## src/rtl/nvm_pkg.sv

```systemverilog
// Shared definitions for the guarded byte store controller.
// Assumes the control register is at least 4 bits wide.
package nvm_pkg;
    typedef enum logic [1:0] {
        SEL_ADDR = 2'd0,
        SEL_DATA = 2'd1,
        SEL_CTRL = 2'd2,
        SEL_NONE = 2'd3
    } reg_sel_e;

    localparam int CTRL_RD_BIT  = 0;
    localparam int CTRL_WR_BIT  = 1;
    localparam int CTRL_ARM_BIT = 2;
    localparam int CTRL_IE_BIT  = 3;
endpackage

```

## src/rtl/nvm_arm_guard.sv

```systemverilog
// Arming window for the two-step write procedure.
// Setting the arm opens a window of ARM_CYCLES cycles. The window closes on
// expiry or when a write consumes it. Assumes ARM_CYCLES >= 1.
module nvm_arm_guard #(
    parameter int ARM_CYCLES = 4
) (
    input  logic clk,
    input  logic rst_n,
    input  logic set_i,
    input  logic consume_i,
    output logic armed_o
);
    localparam int AW = $clog2(ARM_CYCLES + 1);

    logic [AW-1:0] win_q;

    // Window counter: load on set, clear on consume or reset, count down otherwise.
    always_ff @(posedge clk) begin
        if (!rst_n)               win_q <= '0;
        else if (consume_i)       win_q <= '0;
        else if (set_i)           win_q <= AW'(ARM_CYCLES);
        else if (win_q != '0)     win_q <= win_q - 1'b1;
    end

    assign armed_o = (win_q != '0);

    assert_arm_opens_R3: assert property (@(posedge clk) disable iff (!rst_n)
        set_i && !consume_i |=> armed_o);
    assert_arm_consumed_R3: assert property (@(posedge clk) disable iff (!rst_n)
        consume_i |=> !armed_o);
endmodule

```

## src/rtl/nvm_stall_timer.sv

```systemverilog
// Processor hold generator. An accepted read holds for RD_STALL cycles and an
// accepted write for WR_STALL cycles. Assumes both strobes never arrive together.
module nvm_stall_timer #(
    parameter int RD_STALL = 4,
    parameter int WR_STALL = 2
) (
    input  logic clk,
    input  logic rst_n,
    input  logic rd_go_i,
    input  logic wr_go_i,
    output logic stall_o
);
    localparam int MAXS = (RD_STALL > WR_STALL) ? RD_STALL : WR_STALL;
    localparam int SW   = $clog2(MAXS + 1);

    logic [SW-1:0] hold_q;

    // Hold counter: load the length of the strobe, then count down to zero.
    always_ff @(posedge clk) begin
        if (!rst_n)              hold_q <= '0;
        else if (rd_go_i)        hold_q <= SW'(RD_STALL);
        else if (wr_go_i)        hold_q <= SW'(WR_STALL);
        else if (hold_q != '0)   hold_q <= hold_q - 1'b1;
    end

    assign stall_o = (hold_q != '0);

    assert_write_stalls_R7: assert property (@(posedge clk) disable iff (!rst_n)
        wr_go_i |=> stall_o);
endmodule

```

## src/rtl/nvm_write_engine.sv

```systemverilog
// Self-timed commit engine. On start it captures the address and the byte,
// stays busy for WR_CYCLES cycles and then issues a single store write.
// While busy it deliberately ignores reset, so a commit always lands.
// Assumes WR_CYCLES >= 2.
module nvm_write_engine #(
    parameter int ADDR_W    = 7,
    parameter int DATA_W    = 8,
    parameter int WR_CYCLES = 16
) (
    input  logic              clk,
    input  logic              rst_n,
    input  logic              start_i,
    input  logic [ADDR_W-1:0] addr_i,
    input  logic [DATA_W-1:0] data_i,
    output logic              busy_o,
    output logic              mem_we_o,
    output logic [ADDR_W-1:0] mem_addr_o,
    output logic [DATA_W-1:0] mem_data_o
);
    localparam int CNT_W = (WR_CYCLES > 2) ? $clog2(WR_CYCLES) : 1;

    logic              busy_q;
    logic [CNT_W-1:0]  left_q;
    logic [ADDR_W-1:0] tgt_addr_q;
    logic [DATA_W-1:0] tgt_data_q;

    // Commit sequencing: a running commit has priority over reset.
    always_ff @(posedge clk) begin
        if (busy_q) begin
            if (left_q == '0) busy_q <= 1'b0;
            else              left_q <= left_q - 1'b1;
        end else if (!rst_n) begin
            busy_q <= 1'b0;
            left_q <= '0;
        end else if (start_i) begin
            busy_q     <= 1'b1;
            left_q     <= CNT_W'(WR_CYCLES - 1);
            tgt_addr_q <= addr_i;
            tgt_data_q <= data_i;
        end
    end

    assign busy_o     = busy_q;
    assign mem_we_o   = busy_q && (left_q == '0);
    assign mem_addr_o = tgt_addr_q;
    assign mem_data_o = tgt_data_q;

    assert_start_goes_busy_R4: assert property (@(posedge clk) disable iff (!rst_n)
        start_i && !busy_o |=> busy_o);
    assert_commit_ends_busy_R4: assert property (@(posedge clk) disable iff (!rst_n)
        mem_we_o |=> !busy_o);
endmodule

```

## src/rtl/nvm_cell_array.sv

```systemverilog
// Behavioural byte store: one synchronous write port and one combinational
// read port. It has no reset, because its contents are meant to persist.
module nvm_cell_array #(
    parameter int ADDR_W = 7,
    parameter int DATA_W = 8
) (
    input  logic              clk,
    input  logic              we_i,
    input  logic [ADDR_W-1:0] waddr_i,
    input  logic [DATA_W-1:0] wdata_i,
    input  logic [ADDR_W-1:0] raddr_i,
    output logic [DATA_W-1:0] rdata_o
);
    localparam int DEPTH = 1 << ADDR_W;

    logic [DATA_W-1:0] cells [DEPTH];

    // Store update from the commit engine.
    always_ff @(posedge clk) begin
        if (we_i) cells[waddr_i] <= wdata_i;
    end

    assign rdata_o = cells[raddr_i];
endmodule

```

## src/rtl/nvm_byte_ctrl.sv

```systemverilog
// Top of the guarded byte store controller. It decodes register writes into
// read, arm and write strobes, holds the address and data registers, and
// combines busy and enable into the interrupt request.
// Assumes DATA_W > ADDR_W and DATA_W >= 4.
module nvm_byte_ctrl
    import nvm_pkg::*;
#(
    parameter int ADDR_W     = 7,
    parameter int DATA_W     = 8,
    parameter int WR_CYCLES  = 16,
    parameter int ARM_CYCLES = 4,
    parameter int RD_STALL   = 4,
    parameter int WR_STALL   = 2
) (
    input  logic              clk,
    input  logic              rst_n,
    input  logic [1:0]        bus_sel,
    input  logic              bus_we,
    input  logic [DATA_W-1:0] bus_wdata,
    output logic [DATA_W-1:0] bus_rdata,
    output logic              busy_o,
    output logic              irq_o,
    output logic              stall_o
);
    localparam int PAD_W = DATA_W - ADDR_W;

    reg_sel_e          sel;
    logic [ADDR_W-1:0] addr_q;
    logic [DATA_W-1:0] data_q;
    logic              ie_q;
    logic              armed;
    logic              ctrl_wr, rd_go, wr_go, arm_set;
    logic              mem_we;
    logic [ADDR_W-1:0] mem_addr;
    logic [DATA_W-1:0] mem_wdata, mem_rdata;

    assign sel     = reg_sel_e'(bus_sel);
    assign ctrl_wr = rst_n && bus_we && (sel == SEL_CTRL);
    assign rd_go   = ctrl_wr && bus_wdata[CTRL_RD_BIT] && !busy_o;
    assign wr_go   = ctrl_wr && bus_wdata[CTRL_WR_BIT] && armed && !busy_o;
    assign arm_set = ctrl_wr && bus_wdata[CTRL_ARM_BIT];

    // Address register: 7-bit field, no reset value on purpose.
    always_ff @(posedge clk) begin
        if (rst_n && bus_we && (sel == SEL_ADDR)) addr_q <= bus_wdata[ADDR_W-1:0];
    end

    // Data register: loaded by the bus or by an accepted read strobe.
    always_ff @(posedge clk) begin
        if (!rst_n)                        data_q <= '0;
        else if (rd_go)                    data_q <= mem_rdata;
        else if (bus_we && sel == SEL_DATA) data_q <= bus_wdata;
    end

    // Interrupt enable: follows control bit 3 on every control write.
    always_ff @(posedge clk) begin
        if (!rst_n)       ie_q <= 1'b0;
        else if (ctrl_wr) ie_q <= bus_wdata[CTRL_IE_BIT];
    end

    nvm_arm_guard #(.ARM_CYCLES(ARM_CYCLES)) u_guard (
        .clk(clk), .rst_n(rst_n), .set_i(arm_set), .consume_i(wr_go), .armed_o(armed)
    );

    nvm_write_engine #(.ADDR_W(ADDR_W), .DATA_W(DATA_W), .WR_CYCLES(WR_CYCLES)) u_engine (
        .clk(clk), .rst_n(rst_n), .start_i(wr_go), .addr_i(addr_q), .data_i(data_q),
        .busy_o(busy_o), .mem_we_o(mem_we), .mem_addr_o(mem_addr), .mem_data_o(mem_wdata)
    );

    nvm_stall_timer #(.RD_STALL(RD_STALL), .WR_STALL(WR_STALL)) u_stall (
        .clk(clk), .rst_n(rst_n), .rd_go_i(rd_go), .wr_go_i(wr_go), .stall_o(stall_o)
    );

    nvm_cell_array #(.ADDR_W(ADDR_W), .DATA_W(DATA_W)) u_array (
        .clk(clk), .we_i(mem_we), .waddr_i(mem_addr), .wdata_i(mem_wdata),
        .raddr_i(addr_q), .rdata_o(mem_rdata)
    );

    assign irq_o = ie_q && !busy_o;

    // Register read mux.
    always_comb begin
        bus_rdata = '0;
        case (sel)
            SEL_ADDR: bus_rdata = {{PAD_W{1'b0}}, addr_q};
            SEL_DATA: bus_rdata = data_q;
            SEL_CTRL: begin
                bus_rdata[CTRL_WR_BIT]  = busy_o;
                bus_rdata[CTRL_ARM_BIT] = armed;
                bus_rdata[CTRL_IE_BIT]  = ie_q;
            end
            default:  bus_rdata = '0;
        endcase
    end

    assert_commit_was_armed_R3: assert property (@(posedge clk) disable iff (!rst_n)
        $rose(busy_o) |-> $past(armed));
    assert_busy_read_ignored_R8: assert property (@(posedge clk) disable iff (!rst_n)
        busy_o && ctrl_wr && bus_wdata[CTRL_RD_BIT] |=> $stable(data_q));
    assert_read_stalls_R7: assert property (@(posedge clk) disable iff (!rst_n)
        rd_go |=> stall_o);
    assert_irq_on_ready_R5: assert property (@(posedge clk) disable iff (!rst_n)
        ie_q && $fell(busy_o) |-> irq_o);
endmodule

```

## config.mk

```make
export PLATFORM = sky130hd
export DESIGN_NAME = nvm_byte_ctrl
export DESIGN_NICKNAME = d
export VERILOG_FILES = /design/src/rtl/nvm_pkg.sv /design/src/rtl/nvm_arm_guard.sv /design/src/rtl/nvm_stall_timer.sv /design/src/rtl/nvm_write_engine.sv /design/src/rtl/nvm_cell_array.sv /design/src/rtl/nvm_byte_ctrl.sv
export SDC_FILE = /design/constraint.sdc
export NUM_CORES = 1
export LEC_CHECK = 0
export BUFFER_PORTS_ARGS = -buffer_cell sky130_fd_sc_hd__buf_2
export CAP_MARGIN = 20
export CORE_MARGIN = 1
export CORE_UTILIZATION = 40
export CTS_CLUSTER_DIAMETER = 200
export DETAILED_ROUTE_END_ITERATION = 16
export GPL_TIMING_DRIVEN = 0
export SYNTH_ARGS = -nofsm -noshare
export SYNTH_HDL_FRONTEND = slang
export SYNTH_SLANG_ARGS = --single-unit
```

## constraint.sdc

```tcl
create_clock -name clk -period 4.1 [get_ports clk]
set_input_delay 0.205 -clock clk [delete_from_list [all_inputs] [get_ports clk]]
set_output_delay 0.205 -clock clk [all_outputs]
set_load 0.01 [all_outputs]
```

* Yosys cells after proc, flatten, opt, wreduce, memory -nomap -nowiden
Memory sizes are Yosys's and may differ from the RTL's. A register that Yosys moved wholly into a read port is not among the register bits. Index checks and enable logic that the tools add are counted.
Operators by class: add/sub/neg operators 3, equal/unequal tests 4, mux-type cells 21, bitwise logic cells 2, reductions and logical operators 27
Operators with widths (count):
- $mux 4 | 4
- $mux 8 | 2
- $mux 3 | 5
- $logic_and 1x1->1 | 12
- $pmux 3 s3 | 1
- $reduce_bool 3->1 | 3
- $pmux 4 s2 | 1
- $mux 7 | 1
- $mux 1 | 6
- $reduce_bool 2->1 | 3
- $reduce_or 3->1 | 2
- $sub 3x1->3 const B | 2
- $logic_not 4->1 | 1
- $reduce_or 2->1 | 2
- $sub 4x1->4 const B | 1
- $ne 3x1->1 const B | 1
- $reduce_and 3->1 | 1
- $eq 2x1->1 const B | 1
- $eq 2x2->1 const B | 1
- $logic_not 2->1 | 1
- $ne 2x2->1 const B | 1
- $not 1->1 | 2
- $pmux 1 s2 | 1
- $reduce_and 2->1 | 1
- $logic_not 1->1 | 1
Storage, ports and cells: bits in registers 42, RAM bits 1024, bits of input ports 13, output and inout bits 11, word-level logic and storage cells 70, memories kept 1
Memories:
- u_array.cells | words 128, bits a word 8, read ports 1, clocked after Yosys merged registers in 1, write ports 1, RTL line nvm_cell_array.sv:16 | logic [DATA_W-1:0] cells [DEPTH];

* Depth between registers and ports, before layout
Gate-level depths: netlist of the first run.
depth in word-level cells 8, gate-level depth with buffers 11, mapped depth without buffers 7

* Cells and area by module
Synthesis of the first run repeated with hierarchy kept, for this count alone.
Unflattened totals: cell total of the unflattened synthesis 1791, area total of the unflattened synthesis 41374.7 µm²
Modules (own cells, without submodules):
- nvm_cell_array | instances 1, cells each 1627, area each 39505.4 µm², sequential area each 30749.5 µm²
- nvm_byte_ctrl | instances 1, cells each 91, area each 843.3 µm², sequential area each 390.4 µm²
- nvm_write_engine | instances 1, cells each 40, area each 721.9 µm², sequential area each 590.6 µm²
- nvm_arm_guard | instances 1, cells each 20, area each 181.4 µm², sequential area each 60.1 µm²
- nvm_stall_timer | instances 1, cells each 13, area each 122.6 µm², sequential area each 60.1 µm²

* Worst setup path after synthesis of the first run
OpenSTA, ideal clock, no wires.
kind reg-to-reg, from register u_engine.tgt_data_q[0] (netlist: u_engine.mem_data_o[0]), to memory u_array.cells[0][0] (data pin), setup time 0.509 ns, data arrival time 1.763 ns, required time 3.591 ns, path slack 1.828 ns, cell stages (with the launch flop) 1, buffers on the path 0, period minus slack after synthesis 2.272 ns, cells stage by stage edfxtp_1
RTL lines:
- start, declared | RTL line nvm_write_engine.sv:25 | logic [DATA_W-1:0] tgt_data_q;
- start signal, assigned | RTL line nvm_write_engine.sv:39 | tgt_data_q <= data_i;
- end, declared | RTL line nvm_cell_array.sv:16
No word-level cell before the write port.

==> flow_summary.ini, run 1 <==
[status]
status = finished, violations left
violations = negative setup slack

[critical_path]
worst-setup-path-type = flip-flop to flip-flop
worstPathRequired_ns = 4.72
slowest_stage = dfxtp_1
start_kind = flip-flop
worstPathCellList = nand2b_1 -> clkbuf_1 -> buf_1 -> o221ai_1 -> nor3_1 -> nor4_1 -> nand4_1 -> o21ai_0
cp_max_fo = 10
critPathCaptureType = flip-flop
cp_data_arrival_time_ns = 4.80
critPathMaxStageDelay_ns = 0.89

[route]
routed_wl_um = 118000
viasPerCell = 5.99
remaining_drc_errors = 0
wl_per_cell_um = 31.1
first_pass_iters = 6
ant_nets = 0
drt-initial-drc-count = 3115
vias = 22800

[min_path]
hold_path.class = primary input to flip-flop

[global_routing]
grt_max_degree = 34
first_global_vias = 22400
grt_antenna_before_repair = 1
grtUsageTotal_pct = 22.2
grt_pass1_wl_um = 167000
overflow = 0

[sta]
rsz0062_at_grt = no
fin_crit_sh_pct = 102
skew_ns = 0.0309
worst_slack_ns = -0.0856
max_freq_ghz = 0.239
setup_viol = 1
finalHoldViolations = 0
maxSlewHeadroom_pct = 27.7
slew_viol_final = 0
period_minus_slack_ns = 4.19
tightestPinTransition_ns = 1.08

[finish]
design_area_um2 = 48500
drive_above_1_share_pct = 20.9
nNetsFinal = 2355
syn_to_final_growth_pct = 15.4
final_common_cell = edfxtp_1
final_cell_mix = edfxtp_1, mux4_2, nor2_1
antenna_cells = 0
final_util_pct = 46.8
stdcell_count = 3805

[floorplanning]
start_util_pct = 40.5
std_cell_rows = 118
io_pins = 24
die_area_um2 = 106000
die_height_um = 326
coreArea_um2 = 104000
die_width_um = 326

[clocking]
cts.path.max_buffers = 3
h-tree-depth = 3
cts_root_buf = clkbuf_16
clkTransAtPathRegs_ns = 0.06
cts_setup_buffers = 0
cts_tree = built
cts_buffers = 105
numClockSinks = 1073
worstSkewPairLatency_ns = 0.70

[synth]
synth-seq-cells = 1073
yosysWarnings = 0
postSynthCellCount = 2157
ys_seq_area_share_pct = 76.1
synth_top_area_share_pct = 75.0
mappedNetlistNets = 2175
ys_async_sr_fraction_pct = 0
synthFlopType = edfxtp_1
synth.largest_area_cell = edfxtp_1
synth_edf_count = 1050
synth_area_um2 = 42000
avgSynthCellArea_um2 = 19.5
yosysUniqueCellTypes = 56
synth_area_leaders = edfxtp_1, mux4_2, mux2i_1

[place]
finalWeightedCongestion = 0.924
io_buffers = 22
place_ws_ns = -0.339
placed_area_um2 = 44900
place.detailed.hpwl_um = 83000
dpl.cell_count = 3600

[flow_run]
maxCapViolCount = 0

[power_and_ir_drop]
power_leakage_uw = 0.0153
ir_worst_vdd_mv = 0.347
power_density_nw_per_um2 = 469
kinds of logic (layout without fill, tap and decap cells):
kind of cell	after synthesis	count (layout)	synth area share, %
multiplexers	365	365	14.5
XOR/XNOR	3	3	0.0625
AND/OR/NAND/NOR	371	371	4.12
AO/OA/AOI/OAI	204	204	3.29
buffers and inverters	136	404	1.79
adder cells (fa/ha/maj)	5	5	0.149
flip-flops	1073	1073	76.1
sequential cells by signal, summed over array words and instances, names as in the netlist, named ones only:
signal,cells
u_engine.mem_data_o,8
u_stall.hold_q,3
addr_q,7
u_guard.win_q,3
u_engine.busy_o,1
ie_q,1
u_array.cells,1024
data_q,8
u_engine.left_q,4
u_engine.mem_addr_o,7
layer usage:
metal,GRT usage [%],part of all wire [%]
met1,30.4,40
met2,35.4,48
met3,4.10,8.5
met4,8.60,4.2
met5,0,0
per-stage QoR:
stage | TNS [ns] | power, µW | hold slack, ns
3_5_place_dp | -0.830 | 13200 | 0.428
3_3_place_gp | -187.32 | 13200 | 0.423
6_report | -0.0856 | 22800 | 0.0334
2_1_floorplan | 0 | 12800 | 0.304
5_1_grt | 0 | 23300 | 0.0974
4_1_cts | 0 | 22900 | 0.00513
power breakdown:
group / total [µW] / leakage [µW] / internal [µW] / switching, µW
Combinational: 1030 / 0.00399 / 375 / 655
Sequential: 12000 / 0.00963 / 11900 / 48.2
Clock: 9760 / 0.00169 / 5620 / 4140
cell type report:
| type | instances | area (µm²) |
|---|---|---|
| buffer | 120 | 691 |
| clock buffer | 133 | 2820 |
| clock inverter | 62 | 651 |
| fill | 8568 | 55300 |
| inverter | 15 | 56.3 |
| multi-input combinational | 948 | 9310 |
| sequential | 1073 | 32000 |
| tap | 1380 | 1730 |
| timing repair buffer | 74 | 1280 |
worst max-delay path: cells and delay by family (launching register included):
kind            cells  cell delay, ns
buf+inv             2            0.75
flops               1            0.89
simple gates        4            1.64
compound gates      2            0.82
path summary, 6_finish.rpt:
kind	start	end	slack [ns]	cells after the start
setup / recovery	flip-flop	data_q[5]	-0.09	8
hold / removal	bus_sel[0]	ie_q	0.03	5
setup reg to reg	flip-flop	data_q[5]	-0.09	8
hold reg to reg	data_q[4]	u_engine.mem_data_o[4]	0.47	0
cell usage after synthesis (12+ instances only):
master and n:
a21oi_1 45, a221oi_1 15, buf_1 13, buf_2 27, buf_4 20, buf_6 16, clkbuf_1 44, dfxtp_1 23
edfxtp_1 1050, inv_1 12, mux2_2 27, mux2i_1 146, mux4_2 192, nand2_1 36, nand3_1 20, nand4_1 14
nor2_1 167, nor2b_1 15, nor3_1 61, nor4_1 31, o21ai_0 45, o221ai_1 47, o22ai_1 16
timing repair:
action / CTS / global route
endpoints found under the hold margin: 27 / 0
resized for setup: 2 / 1
hold buffers: 10 / 0
cloned: 0 / 0
endpoints found under the setup margin: 4 / 1
Power figures use the tool's default switching activity.
==> run 2: changes to the inputs <==
--- a/config.mk
+++ b/config.mk
@@ -7,6 +7,7 @@
 export LEC_CHECK = 0
 export BUFFER_PORTS_ARGS = -buffer_cell sky130_fd_sc_hd__buf_2
 export CAP_MARGIN = 20
+export CORE_ASPECT_RATIO = 0.6
 export CORE_MARGIN = 1
 export CORE_UTILIZATION = 40
 export CTS_CLUSTER_DIAMETER = 200
==> run 2 against run 1 <==
Effect of this change:
- the flow still finishes with violations (negative setup slack)
- utilization hardly changed
- combinational power up 7%
- via count increased by 2.4%
- sequential cell count is the same
- non-clock buffer count increased by 4
- design area fell by 0.40%
- power fell by 2.2%
- worst hold slack gained 0.029 ns
- sequential power hardly changed
==> flow_summary.ini, run 2 (synthesis gave the netlist of run 1 again) <==
[route]
first_pass_iters = 6
viasPerCell = 6.15
ant_nets = 0
routed_wl_um = 125000
drt-initial-drc-count = 3610
vias = 23400
wl_per_cell_um = 33.0
remaining_drc_errors = 0

[power_and_ir_drop]
pwr-share-clk_pct = 41.2
internal_power_uw = 17500
power.switching_uw = 4800
seq_power_share_pct = 53.9
power_leakage_uw = 0.0152
comb_power_share_pct = 4.9
ir_worst_vdd_mv = 0.372
switching_share_pct = 21.5
power_density_nw_per_um2 = 461

[finish]
nNetsFinal = 2346
design_area_um2 = 48300
largest_reg_flops = 1024
final_util_pct = 46.7
syn_to_final_growth_pct = 15.0
top_register = u_array.cells
drive_above_1_share_pct = 21.3
fillers = 8564
final_cell_mix = edfxtp_1, mux4_2, nor2_1
final_common_cell = edfxtp_1

[floorplanning]
die_height_um = 253
start_util_pct = 40.7
die_area_um2 = 106000
std_cell_rows = 91
die_width_um = 420
coreArea_um2 = 103000
io_pins = 24

[sta]
maxSlewHeadroom_pct = 8.28
fin_crit_sh_pct = 103
max_freq_ghz = 0.237
finalHoldViolations = 0
worst_slack_ns = -0.115
holdWs_ns = 0.0625
tightestPinTransition_ns = 1.38
rsz0062_at_grt = no
skew_ns = 0.0369
period_minus_slack_ns = 4.22
setup_viol = 64
slew_viol_final = 0

[critical_path]
r2r_cells = 7
reg2reg_from = u_engine.left_q[0]
worstPathRequired_ns = 4.41
start_kind = flip-flop
critPathCaptureType = flip-flop
cp_max_fo = 10
cp_data_arrival_time_ns = 4.52
r2r_end = u_array.cells[102][7]
worst-setup-path-type = flip-flop to flip-flop
r2r_setup_slack_ns = -0.12

[flow_run]
maxCapViolCount = 0

[global_routing]
overflow = 0
first_global_vias = 22000
grt_max_degree = 33
grt_pass1_wl_um = 173000
grtUsageTotal_pct = 23.6
grt_antenna_before_repair = 6

[place]
finalWeightedCongestion = 0.951
io_buffers = 22
placed_area_um2 = 45000
place.detailed.hpwl_um = 89200
place_ws_ns = -0.361

[min_path]
min_to = addr_q[3]
hold_path.class = primary input to flip-flop
min_path_cells = 3
worstHoldStart = bus_we

[clocking]
cts_root_buf = clkbuf_16
worstSkewPairLatency_ns = 0.71
clkTransAtPathRegs_ns = 0.07
h-tree-depth = 3
numClockSinks = 1073
cts_buffers = 92
cts_setup_buffers = 0
cts_tree = built
cts.path.max_buffers = 3

[status]
violations = negative setup slack
status = finished, violations left
==> run 2: cell count changes in the layout (fill, tap and decap cells not counted), moves of 2 or more <==
cell       change
nor2_2        +11
nor2_1        -11
clkbuf_8       +2
clkinv_2       -8
clkbuf_1       -5
clkinv_8       +2
clkinv_1       -6
buf_16         +2
clkbuf_16     -13
clkinv_16      -2
nor4_1         -2
inv_6          +3
==> run 2: power by group through the flow <==
stage / registers [µW] / logic [µW] / clock network [µW]
3_3_place_gp: 12300 / 977 / 0
3_5_place_dp: 12200 / 1060 / 0
6_report: 12000 / 1100 / 9180
2_1_floorplan: 12200 / 589 / 0
5_1_grt: 12000 / 1140 / 9610
4_1_cts: 12000 / 1070 / 9220
==> run 2: timing repair <==
action / in CTS / in global routing
gates resized for setup: 10 / 13
hold buffers: 9 / 0
gates cloned: 0 / 0
hold endpoints to repair: 26 / 0
setup endpoints to repair: 85 / 38
==> run 2: layout make-up <==
cell class | instances | area (µm²) | share of cell area, %
well taps | 1395 | 1750 | 3.61
clock inverters | 51 | 608 | 1.26
clock buffers | 118 | 2500 | 5.18
diodes | 1 | 2.50 | 0.00518
inverters | 15 | 56.3 | 0.116
repair buffers | 78 | 1360 | 2.81
flip-flops and latches | 1073 | 32000 | 66.2
multi-input cells | 948 | 9370 | 19.4
plain buffers | 120 | 692 | 1.43
==> run 2: worst max path at each step <==
stage	from	endpoint	slack (ns)	depth (start not counted)
after floorplan	u_engine.mem_data_o[0]	u_array.cells[0][0]	1.83	0
after global placement	u_engine.mem_data_o[2]	u_array.cells[74][2]	-0.47	0
after detailed placement	flip-flop	data_q[7]	-0.36	9
after CTS	flip-flop	data_q[4]	0.05	8
after global routing	u_engine.left_q[0]	u_array.cells[102][7]	0.002	7
final	u_engine.left_q[0]	u_array.cells[102][7]	-0.12	7
==> run 2: critical path: stages, from the launching register on <==
cell and delay, ns:
edfxtp_1 0.42, inv_1 0.10, ha_1 0.17, nand3_1 0.31
nor2_1 0.57, nand3_1 0.65, clkbuf_1 0.66, nor2_1 0.93
==> run 2: metal layers <==
metal  vias up  part of all wire [%]  global-route usage, %
met5         -                     0                      0
li1       9228                     -                      -
met1     12400                    44                   37.1
met3       162                    14                   8.88
met2      1570                    40                   30.5
met4         0                   1.9                   4.90
==> run 2: stage by stage <==
stage                     setup TNS, ns  cells  total power (µW)
final                             -3.29   3799             22300
after global placement          -229.48   3574             13200
after CTS                             0   3792             22300
after detailed placement         -14.05   3615             13300
after floorplan                       0   2157             12800
after global routing                  0   3798             22700
==> run 3: changes to the inputs <==
--- a/config.mk
+++ b/config.mk
@@ -10,9 +10,10 @@
 export CORE_ASPECT_RATIO = 0.6
 export CORE_MARGIN = 1
 export CORE_UTILIZATION = 40
+export CTS_BUF_LIST = sky130_fd_sc_hd__clkbuf_16
 export CTS_CLUSTER_DIAMETER = 200
 export DETAILED_ROUTE_END_ITERATION = 16
-export GPL_TIMING_DRIVEN = 0
+export HOLD_SLACK_MARGIN = 0.03
 export SYNTH_ARGS = -nofsm -noshare
 export SYNTH_HDL_FRONTEND = slang
 export SYNTH_SLANG_ARGS = --single-unit
==> run 3 against run 2 <==
Effect of this change:
- critical endpoint is now data_q[5]
- via count decreased by 5.4%
- setup slack better by 0.47 ns
- worst hold slack worse by 0.048 ns
- utilization decreased by 1.1 points
- the flow now finishes without violations
- largest power group unchanged
- highest routed layer unchanged
- non-clock buffer count fell by 54
- design area shrank 2.4%
- combinational power decreased by 16%
- clock power is 7.2% lower
==> flow_summary.ini, run 3 (synthesis gave the netlist of run 1 again) <==
[sta]
tightestPinTransition_ns = 1.14
period_minus_slack_ns = 3.75
maxSlewHeadroom_pct = 24.3
fin_tns_setup_ns = 0
setup_viol = 0
worst_slack_ns = 0.353
finalHoldViolations = 0
slew_viol_final = 0
max_freq_ghz = 0.267
fin_crit_sh_pct = 91.4
skew_ns = 0.0321
rsz0062_at_grt = no

[status]
status = completed

[finish]
fillers = 8689
syn_to_final_growth_pct = 12.2
nNetsFinal = 2293
largest_reg_flops = 1024
drive_above_1_share_pct = 21.1
final_cell_mix = edfxtp_1, mux4_2, nor2_1
stdcell_count = 3747
top_register = u_array.cells
final_common_cell = edfxtp_1

[power_and_ir_drop]
power_density_nw_per_um2 = 455
p_total_uw = 21400
ir_worst_vdd_mv = 0.265
power_leakage_uw = 0.0149

[route]
ant_nets = 0
drt-initial-drc-count = 2722
first_pass_iters = 5
viasPerCell = 5.90
vias = 22100
remaining_drc_errors = 0
wl_per_cell_um = 29.9
routed_wl_um = 112000

[clocking]
cts_buffers = 93
numClockSinks = 1073
cts_tree = built
worstSkewPairLatency_ns = 0.69
cts_root_buf = clkbuf_16
cts_resized = 0
h-tree-depth = 3
cts.path.max_buffers = 3
clkTransAtPathRegs_ns = 0.06
holdBufCountCts = 10
cts_setup_buffers = 0

[critical_path]
worstPathRequired_ns = 4.71
start_kind = flip-flop
worstPathCellList = nand2b_2 -> buf_4 -> o221ai_1 -> a21oi_1 -> nor4_1 -> nand4_1 -> o21ai_0
worst-setup-path-type = flip-flop to flip-flop
cp_max_fo = 28
critPathMaxStageDelay_ns = 0.83
slowest_stage = nor4_1
critPathCaptureType = flip-flop
cp_data_arrival_time_ns = 4.36

[place]
place.detailed.hpwl_um = 72100
finalWeightedCongestion = 0.918
dpl.cell_count = 3562
place_ws_ns = 0.693
io_buffers = 23

[floorplanning]
start_util_pct = 40.7
coreArea_um2 = 103000
die_width_um = 420
io_pins = 24
std_cell_rows = 91
die_area_um2 = 106000
die_height_um = 253

[global_routing]
overflow = 0
grt_antenna_before_repair = 2
first_global_vias = 21300
grtUsageTotal_pct = 21.0
grt_pass1_wl_um = 158000
grt_max_degree = 111

[min_path]
hold_path.class = primary input to flip-flop

[flow_run]
maxCapViolCount = 0
==> run 3: final timing paths <==
kind / from / endpoint / slack, ns / depth (start not counted)
worst max register to register: flip-flop / data_q[5] / 0.35 / 7
worst min register to register: data_q[5] / u_engine.mem_data_o[5] / 0.47 / 0
worst max-delay path: flip-flop / data_q[5] / 0.35 / 7
worst min-delay path: bus_sel[1] / addr_q[2] / 0.01 / 2
==> run 3: layer usage <==
metal	track usage, %	wire, µm	up-vias
met2	26.4	43300	1240
li1	-	-	9109
met3	10.5	16700	152
met4	4.87	2280	0
met5	0	0	-
met1	31.8	49700	11600
==> run 3: critical path: cells and delay by family (launching register included) <==
family / cells / cell delay (ns)
simple gates: 3 / 1.64
compound gates: 3 / 0.90
flops: 1 / 0.71
buf+inv: 1 / 0.39
==> run 3: where the power goes <==
part,switching (µW),internal [µW]
registers,59.1,11900
clock network,3950,4570
logic,584,344
total,4590,16900
==> run 3: stage by stage <==
| stage | util, % | hold slack, ns | cell area [µm²] |
|---|---|---|---|
| 4_1_cts | 45.6 | 0.0718 | 47100 |
| 5_1_grt | 45.6 | 0.0358 | 47100 |
| 3_3_place_gp | 42.7 | 0.420 | 44100 |
| 6_report | 45.6 | 0.0146 | 47200 |
| 2_1_floorplan | - | 0.304 | 42000 |
| 3_5_place_dp | 42.7 | 0.424 | 44100 |
==> run 3: layout make-up <==
class                   count  area [µm²]  share of cell area (%)
clock inverters            77         553                    1.17
diodes                      2        5.00                  0.0106
multi-input cells         948        9300                    19.7
well taps                1395        1750                    3.70
repair buffers            144        1160                    2.47
inverters                  15        56.3                   0.119
clock buffers              93        2330                    4.94
flip-flops and latches   1073       32000                    67.9
